[src/rtl/rfi_pkg.sv]
package rfi_pkg;

  typedef struct packed {
    logic fall;
    logic rise;
  } strobe_edge_t;

  // Edge decode of an active-low strobe between two consecutive samples.
  function automatic strobe_edge_t strobe_edges(input logic prev_n, input logic cur_n);
    strobe_edge_t e;
    e.fall = prev_n & ~cur_n;
    e.rise = ~prev_n & cur_n;
    return e;
  endfunction

endpackage

[src/rtl/rfi_cas_gate.sv]
module rfi_cas_gate (
  input  logic clk,
  input  logic rst_n,
  input  logic bank_cas_n,
  input  logic refresh_n,
  input  logic phi2,
  input  logic phase_tap_n,
  output logic cas_n
);

  logic in_window;
  logic cas_nxt;

  // The overlap of request, phase-2 low and tap low gives the CAS window.
  assign in_window = ~refresh_n & ~phi2 & ~phase_tap_n;
  assign cas_nxt   = refresh_n ? bank_cas_n : ~in_window;

  always_ff @(posedge clk or negedge rst_n) begin
    if (!rst_n) cas_n <= 1'b1;
    else        cas_n <= cas_nxt;
  end

  p_pass_through_r2: assert property (@(posedge clk) disable iff (!rst_n)
    refresh_n |=> (cas_n == $past(bank_cas_n)));

  p_stale_cas_blocked_r3: assert property (@(posedge clk) disable iff (!rst_n)
    (!refresh_n && !bank_cas_n && (phi2 || phase_tap_n)) |=> cas_n);

endmodule

[src/rtl/rfi_ref_tracker.sv]
module rfi_ref_tracker
  import rfi_pkg::*;
#(
  parameter int CNT_W = 16
) (
  input  logic             clk,
  input  logic             rst_n,
  input  strobe_edge_t     ras_e,
  input  logic             refresh_n,
  input  logic             cas_n,
  output logic [CNT_W-1:0] count,
  output logic             done,
  output logic             order_err
);

  logic armed;
  logic arm_now;
  logic early_ras;
  logic late_cas;

  assign arm_now   = ras_e.fall & ~refresh_n & ~cas_n;
  assign early_ras = ras_e.fall & ~refresh_n & cas_n;
  assign done      = ras_e.rise & armed & cas_n;
  assign late_cas  = ras_e.rise & armed & ~cas_n;

  always_ff @(posedge clk or negedge rst_n) begin
    if (!rst_n) begin
      armed     <= 1'b0;
      count     <= '0;
      order_err <= 1'b0;
    end else begin
      if (arm_now)        armed <= 1'b1;
      else if (ras_e.rise) armed <= 1'b0;
      if (done)           count <= count + 1'b1;
      if (early_ras || late_cas) order_err <= 1'b1;
    end
  end

  p_count_step_r4: assert property (@(posedge clk) disable iff (!rst_n)
    (count != $past(count)) |-> (count == CNT_W'($past(count) + 1'b1)));

  p_no_count_unarmed_r4: assert property (@(posedge clk) disable iff (!rst_n)
    (ras_e.rise && !armed) |=> (count == $past(count)));

  p_order_sticky_r8: assert property (@(posedge clk) disable iff (!rst_n)
    order_err |=> order_err);

endmodule

[src/rtl/rfi_timing_checker.sv]
module rfi_timing_checker #(
  parameter int GAP    = 2,
  parameter int ROWS   = 512,
  parameter int BUDGET = 457143
) (
  input  logic clk,
  input  logic rst_n,
  input  logic ras_fall,
  input  logic cas_n,
  input  logic done,
  output logic precharge_err,
  output logic starve_err
);

  localparam int AGE_W = $clog2(GAP + 1);
  localparam int TW    = $clog2(BUDGET);
  localparam int RW    = $clog2(ROWS + 1);

  logic [AGE_W-1:0] age;
  logic [TW-1:0]    tick;
  logic [RW-1:0]    win, win_nxt;
  logic             at_end;
  logic             short_gap;

  assign short_gap = ras_fall & cas_n & (age < AGE_W'(GAP));
  assign at_end    = (tick == TW'(BUDGET - 1));
  assign win_nxt   = (done && (win < RW'(ROWS))) ? win + 1'b1 : win;

  // Ticks since CAS went high, saturating at GAP.
  always_ff @(posedge clk or negedge rst_n) begin
    if (!rst_n)                   age <= AGE_W'(GAP);
    else if (!cas_n)              age <= '0;
    else if (age < AGE_W'(GAP))   age <= age + 1'b1;
  end

  always_ff @(posedge clk or negedge rst_n) begin
    if (!rst_n) begin
      tick          <= '0;
      win           <= '0;
      starve_err    <= 1'b0;
      precharge_err <= 1'b0;
    end else begin
      if (short_gap) precharge_err <= 1'b1;
      if (at_end) begin
        tick <= '0;
        win  <= '0;
        if (win_nxt < RW'(ROWS)) starve_err <= 1'b1;
      end else begin
        tick <= tick + 1'b1;
        win  <= win_nxt;
      end
    end
  end

  p_starve_at_end_r7: assert property (@(posedge clk) disable iff (!rst_n)
    $rose(starve_err) |-> $past(at_end));

  p_precharge_sticky_r6: assert property (@(posedge clk) disable iff (!rst_n)
    precharge_err |=> precharge_err);

  p_starve_sticky_r8: assert property (@(posedge clk) disable iff (!rst_n)
    starve_err |=> starve_err);

endmodule

[src/rtl/rfi_cbr_injector.sv]
module rfi_cbr_injector
  import rfi_pkg::*;
#(
  parameter int CNT_W  = 16,
  parameter int GAP    = 2,
  parameter int ROWS   = 512,
  parameter int BUDGET = 457143
) (
  input  logic             clk,
  input  logic             rst_n,
  input  logic             bank_cas_n,
  input  logic             bank_ras_n,
  input  logic             refresh_n,
  input  logic             phi2,
  input  logic             phase_tap_n,
  output logic             dram_cas_n,
  output logic [CNT_W-1:0] refresh_count,
  output logic             order_err,
  output logic             precharge_err,
  output logic             starve_err
);

  logic         ras_q;
  logic         done;
  strobe_edge_t ras_e;

  always_ff @(posedge clk or negedge rst_n) begin
    if (!rst_n) ras_q <= 1'b1;
    else        ras_q <= bank_ras_n;
  end

  assign ras_e = strobe_edges(ras_q, bank_ras_n);

  rfi_cas_gate u_gate (
    .clk         (clk),
    .rst_n       (rst_n),
    .bank_cas_n  (bank_cas_n),
    .refresh_n   (refresh_n),
    .phi2        (phi2),
    .phase_tap_n (phase_tap_n),
    .cas_n       (dram_cas_n)
  );

  rfi_ref_tracker #(.CNT_W(CNT_W)) u_track (
    .clk       (clk),
    .rst_n     (rst_n),
    .ras_e     (ras_e),
    .refresh_n (refresh_n),
    .cas_n     (dram_cas_n),
    .count     (refresh_count),
    .done      (done),
    .order_err (order_err)
  );

  rfi_timing_checker #(.GAP(GAP), .ROWS(ROWS), .BUDGET(BUDGET)) u_chk (
    .clk           (clk),
    .rst_n         (rst_n),
    .ras_fall      (ras_e.fall),
    .cas_n         (dram_cas_n),
    .done          (done),
    .precharge_err (precharge_err),
    .starve_err    (starve_err)
  );

endmodule

[config.mk]
export PLATFORM = sky130hd
export DESIGN_NAME = rfi_cbr_injector
export DESIGN_NICKNAME = d
export VERILOG_FILES = /design/src/rtl/rfi_pkg.sv /design/src/rtl/rfi_cas_gate.sv /design/src/rtl/rfi_ref_tracker.sv /design/src/rtl/rfi_timing_checker.sv /design/src/rtl/rfi_cbr_injector.sv
export SDC_FILE = /design/constraint.sdc
export NUM_CORES = 1
export LEC_CHECK = 0
export CAP_MARGIN = 30
export CORE_MARGIN = 3
export CORE_UTILIZATION = 55
export CTS_CLUSTER_DIAMETER = 40
export DETAILED_ROUTE_END_ITERATION = 8
export PLACE_DENSITY = 0.78
export SKIP_LAST_GASP = 1
export SYNTH_ARGS = -nofsm -noshare
export SYNTH_HDL_FRONTEND = slang
export SYNTH_SLANG_ARGS = --single-unit
[constraint.sdc]
create_clock -name clk -period 3.1 [get_ports clk]
set_clock_uncertainty 0.05 [all_clocks]
set_input_delay 0.465 -clock clk [delete_from_list [all_inputs] [get_ports clk]]
set_output_delay 0.465 -clock clk [all_outputs]
set_load 0.05 [all_outputs]
Word level (Yosys, flattened, before mapping) --
Cells that the tools add are included.
Storage, ports and cells: bits in registers 53, bits of input ports 7, output and inout bits 20
Cells by class: add/subtract/negate cells 4, magnitude comparators 3, eq/ne operators 2, multiplexer cells 8, bitwise gates (word level) 19, reduce and logical (&&, ||, !) cells 4
Operator list (count):
- $lt A10 B10 Y1 const B | 2
- $mux W10 | 2
- $add A19 B1 Y19 const B | 1
- $eq A19 B19 Y1 const B | 1
- $mux W19 | 1
- $add A16 B1 Y16 const B | 1
- $and A1 B1 Y1 | 12
- $add A10 B1 Y10 const B | 1
- $not A1 Y1 | 7
- $mux W2 | 2
- $mux W1 | 3
- $add A2 B1 Y2 const B | 1
- $lt A2 B2 Y1 const B | 1
- $ne A2 B2 Y1 const B | 1
- $reduce_and A2 Y1 | 1
- $reduce_bool A2 Y1 | 1
- $logic_and A1 B1 Y1 | 1
- $logic_or A1 B1 Y1 | 1

Longest topological paths before layout --
depth after elaboration 8, depth in mapped cells 6, depth with buffers taken out 5

Modules after synthesis --
From an unflattened synthesis, not the netlist that was laid out.
Second synthesis, totals: cells, all modules 223, area, all modules 2486.1 um2
By module, submodules not included:
- rfi_timing_checker | instances 1, cells an instance 146, area an instance 1565.3 um2
- rfi_ref_tracker | instances 1, cells an instance 70, area an instance 840.8 um2
- rfi_cbr_injector | instances 1, cells an instance 3, area an instance 41.3 um2
- rfi_cas_gate | instances 1, cells an instance 4, area an instance 38.8 um2

Least setup slack after synthesis --
OpenSTA, ideal clock, no wires.
kind flip-flop to flip-flop, start point register u_gate.cas_n, end point register u_track.count[14], library setup time 0.141 ns, arrival time 1.869 ns, required time 2.909 ns, setup slack 1.040 ns, stages on the path, launching flop included 6, path through dfstp_2 > buf_2 > nand4b_2 > nor4_1 > nand3_1 > xnor2_1
On the way: word-level cells in the longest chain between the ends 1
Ends and longest elaborated chain:
- start: declaration | RTL line rfi_cas_gate.sv:8 | output logic cas_n
- start signal: assignment | RTL line rfi_cas_gate.sv:20 | else cas_n <= cas_nxt;
- $and A1 B1 Y1 | RTL line rfi_ref_tracker.sv:23 | assign done = ras_e.rise & armed & cas_n;
- end signal: assignment | RTL line rfi_ref_tracker.sv:34 | if (done) count <= count + 1'b1;
- end: declaration | RTL line rfi_ref_tracker.sv:11 | output logic [CNT_W-1:0] count,
Every way passes these cells. A chain may end at the register's enable or synchronous reset.

Final worst setup path --
start point register u_gate.cas_n, end point output port dram_cas_n
RTL lines:
- end: declaration | RTL line rfi_cbr_injector.sv:16 | output logic dram_cas_n,
No word-level cell between the ends.

==> impl_metrics.env <==
export IMPL_slowest_stage="clkdlybuf4s50_1"
export IMPL_synth_xor_area_frac=0.139
export IMPL_synth_area_leader_cell="dfrtp_1"
export IMPL_cts_max_level=2
export IMPL_syn_nets=243
export IMPL_synth_enable_flop_cells=0
export IMPL_cp_max_fo=9
export IMPL_synthCells=232
export IMPL_clk_latency_ns=0.30
export IMPL_grt_overflow_total=0
export IMPL_setup_tns_ns=0
export IMPL_grt_busiest_layer="met2"
export IMPL_hold_buffers=0
export IMPL_port_buffer_count=26
export IMPL_layout_drive_gt1_share=0.0830
export IMPL_num_antenna_cells=0
export IMPL_die_y_um=72.8
export IMPL_path_clk_slew_ns=0.09
export IMPL_seq_power_share=0.568
export IMPL_endpoint_kind="output port"
export IMPL_drt_initial_drc_count=108
export IMPL_synth_fa_ha_area_frac=0.0204
export IMPL_synth_top_family_by_area="simple AND/OR/NAND/NOR gates"
export IMPL_nets=275
export IMPL_synth_area_leaders="dfrtp_1 (51%), xnor2_1 (11%), nor2_1 (5.7%), nand3_1 (3.3%), dfstp_2 (3.2%)"
export IMPL_worst_slew_pin_slew_ns=0.853
export IMPL_p_int_mw=1.01
export IMPL_setup_viol=0
export IMPL_fp_coreArea_um2=4140
export IMPL_routabilityCongestion=0.801
export IMPL_max_slew_margin=0.432
export IMPL_fin_crit_sh=0.737
export IMPL_ys_ff_latch=53
export IMPL_synth_async_sr_flop_share=1.00
export IMPL_p_leak_nw=1.26
export IMPL_grt_pass1_wl_um=7400
export IMPL_dp_hpwl_um=3060
export IMPL_yosys_area_top_type_share=0.510
export IMPL_antenna_found_initial=0
export IMPL_fin_util=0.687
export IMPL_grt_max_degree=41
export IMPL_initial_core_util=0.591
export IMPL_clock_sinks=53
export IMPL_rrSetupSlack_ns=1.14
export IMPL_cts_resized=0
export IMPL_status="finished clean"
export IMPL_p_per_area_nw_per_um2=510
export IMPL_holdWs_ns=0.210
export IMPL_synth_area_mux_share=0
export IMPL_startpoint_type="flip-flop"
export IMPL_worst_ep_required_time_ns=2.58
export IMPL_r2r_cells=5
export IMPL_final_fill_count=312
export IMPL_grt_pass1_vias=1667
export IMPL_dieWidth_um=72.8
export IMPL_worstSetupPathType="flip-flop to output port"
export IMPL_cts_tree="built"
export IMPL_max_freq_mhz=438
export IMPL_hold_path_class="input pin to asynchronous set/reset pin"
export IMPL_area_delta_synth_final_pct=16.1
export IMPL_track_usage=0.178
export IMPL_vias=1740
export IMPL_rsz0062_at_grt="false"
export IMPL_hold_viol_final=0
export IMPL_max_cap_viol_count=0
export IMPL_p_sw_uw=447
export IMPL_ys_flop_type="dfrtp_1"
export IMPL_p_comb_frac=0.166
export IMPL_cts_buffer_depth=2
export IMPL_netlist_area_um2=2450
export IMPL_dr_pass1_iters=4
export IMPL_final_common_cell="dfrtp_1"
export IMPL_peakVddDrop_mv=0.227
export IMPL_cts_root_buffer="clkbuf_8"
export IMPL_synth_simple_area_share=0.241
export IMPL_io_pins=27
export IMPL_pwr_share_clk=0.266
export IMPL_post_cts_buffers=0
export IMPL_viasPerCell=5.52
export IMPL_met3_usage=0.0358
export IMPL_met1_usage=0.251
export IMPL_slew_viol_final=0
export IMPL_seq_area_frac_synth=0.543
export IMPL_numCtsBuffers=5
export IMPL_r2r_end="u_chk.win[9]"
export IMPL_r2r_start="u_chk.tick[14]"
export IMPL_ant_nets=0
export IMPL_period_needed_ns=2.29
export IMPL_total_power_mw=1.45
export IMPL_p_sw_frac=0.307
export IMPL_crit_buf_inv=1
export IMPL_synth_compound_area_frac=0.0311
export IMPL_wire_per_inst_um=13.7
export IMPL_worstPathArrival_ns=1.77
export IMPL_wl_um=4310
export IMPL_final_cell_mix="dfrtp_1 (50), nor2_1 (37), xnor2_1 (32)"
export IMPL_cp_depth=1
export IMPL_fp_row_count=23
export IMPL_yosysWarnings=0
export IMPL_worst_path_largest_cell_delay_ns=0.83
export IMPL_die_area_um2=5290
export IMPL_setup_ws_ns=0.815
export IMPL_crit_family="buffers and inverters"
export IMPL_path_cells="clkdlybuf4s50_1"
export IMPL_drc_errors=0
export IMPL_place_ws_ns=0.749
export IMPL_ys_types=33
export IMPL_syn_avg_cell_area_um2=10.6
export IMPL_grtUsageMet2=0.270
==> synthesized netlist by cell type, types with 2 or more instances <==
cell type	number
dfrtp_1	50
nor2_1	37
xnor2_1	32
nand3_1	16
nand2_1	14
nand4_1	11
inv_1	8
nor3_1	8
nor4_1	8
xor2_1	7
o21ai_0	6
and3_1	4
ha_1	4
a21oi_1	3
dfstp_2	3
a31o_2	2
buf_6	2
nand3b_1	2
==> cells by family (layout without fill, tap and decap cells) <==
logic type	count (synthesis)	count (layout)
xor gates and xnor gates	39	39
and+or+nand+nor	111	111
adders and majority gates	4	4
buffers and inverters	12	45
AOI/OAI and AO/OA	13	13
DFF	53	53
==> worst register-to-register path: stages (launching register included) <==
cell and delay [ns]:
dfrtp_1 0.44, nand2_1 0.08, or4_4 0.50, nor4_4 0.37, buf_4 0.32, nor2_1 0.09
==> how the worst max path moves through the flow <==
stage                              endpoint    startpoint  slack (ns)
after floorplan           u_track.count[14]  u_gate.cas_n        1.04
after CTS                        dram_cas_n  u_gate.cas_n        0.80
final                            dram_cas_n  u_gate.cas_n        0.81
after global placement    u_track.count[14]    bank_ras_n        0.79
after detailed placement  u_track.count[14]    bank_ras_n        0.75
after global routing             dram_cas_n  u_gate.cas_n        0.76
==> state kept, by name, indices dropped and copies added, names as in the netlist <==
register,count
u_chk.tick,19
u_track.order_err,1
u_track.armed,1
u_chk.precharge_err,1
u_chk.win,10
ras_q,1
u_gate.cas_n,1
u_chk.starve_err,1
u_track.count,16
u_chk.age,2
==> final cells by class <==
class,instances,area (um^2),share of cell area
clock buffers,6,72.6,0.0255
clock inverters,2,13.8,0.00484
inverters,8,30.0,0.0105
multi-input cells,167,1060,0.372
flip-flops and latches,53,1330,0.467
well taps,50,62.6,0.0220
repair buffers,29,278,0.0976
==> through the flow <==
| stage | instance area (um^2) | cells |
|---|---|---|
| floorplan | 2450 | 232 |
| finish | 2850 | 315 |
| CTS | 2850 | 315 |
| detailed placement | 2760 | 307 |
| global route | 2850 | 315 |
| global placement | 2760 | 307 |
==> power groups by stage <==
stage                     logic, mW  clock network (mW)  registers (mW)
after floorplan              0.0870                   0           0.897
after global placement        0.241                   0           0.836
after detailed placement      0.245                   0           0.839
after CTS                     0.245               0.401           0.825
after global routing          0.267               0.419           0.834
final                         0.241               0.387           0.825
==> metal layers <==
layer  vias to the layer above  wire length (um)
li1                        863                 -
met3                         8               134
met1                       847              2100
met2                        22              2000
met4                         0                67
met5                         -                 0
No activity file was read; power rests on OpenSTA's default activity.
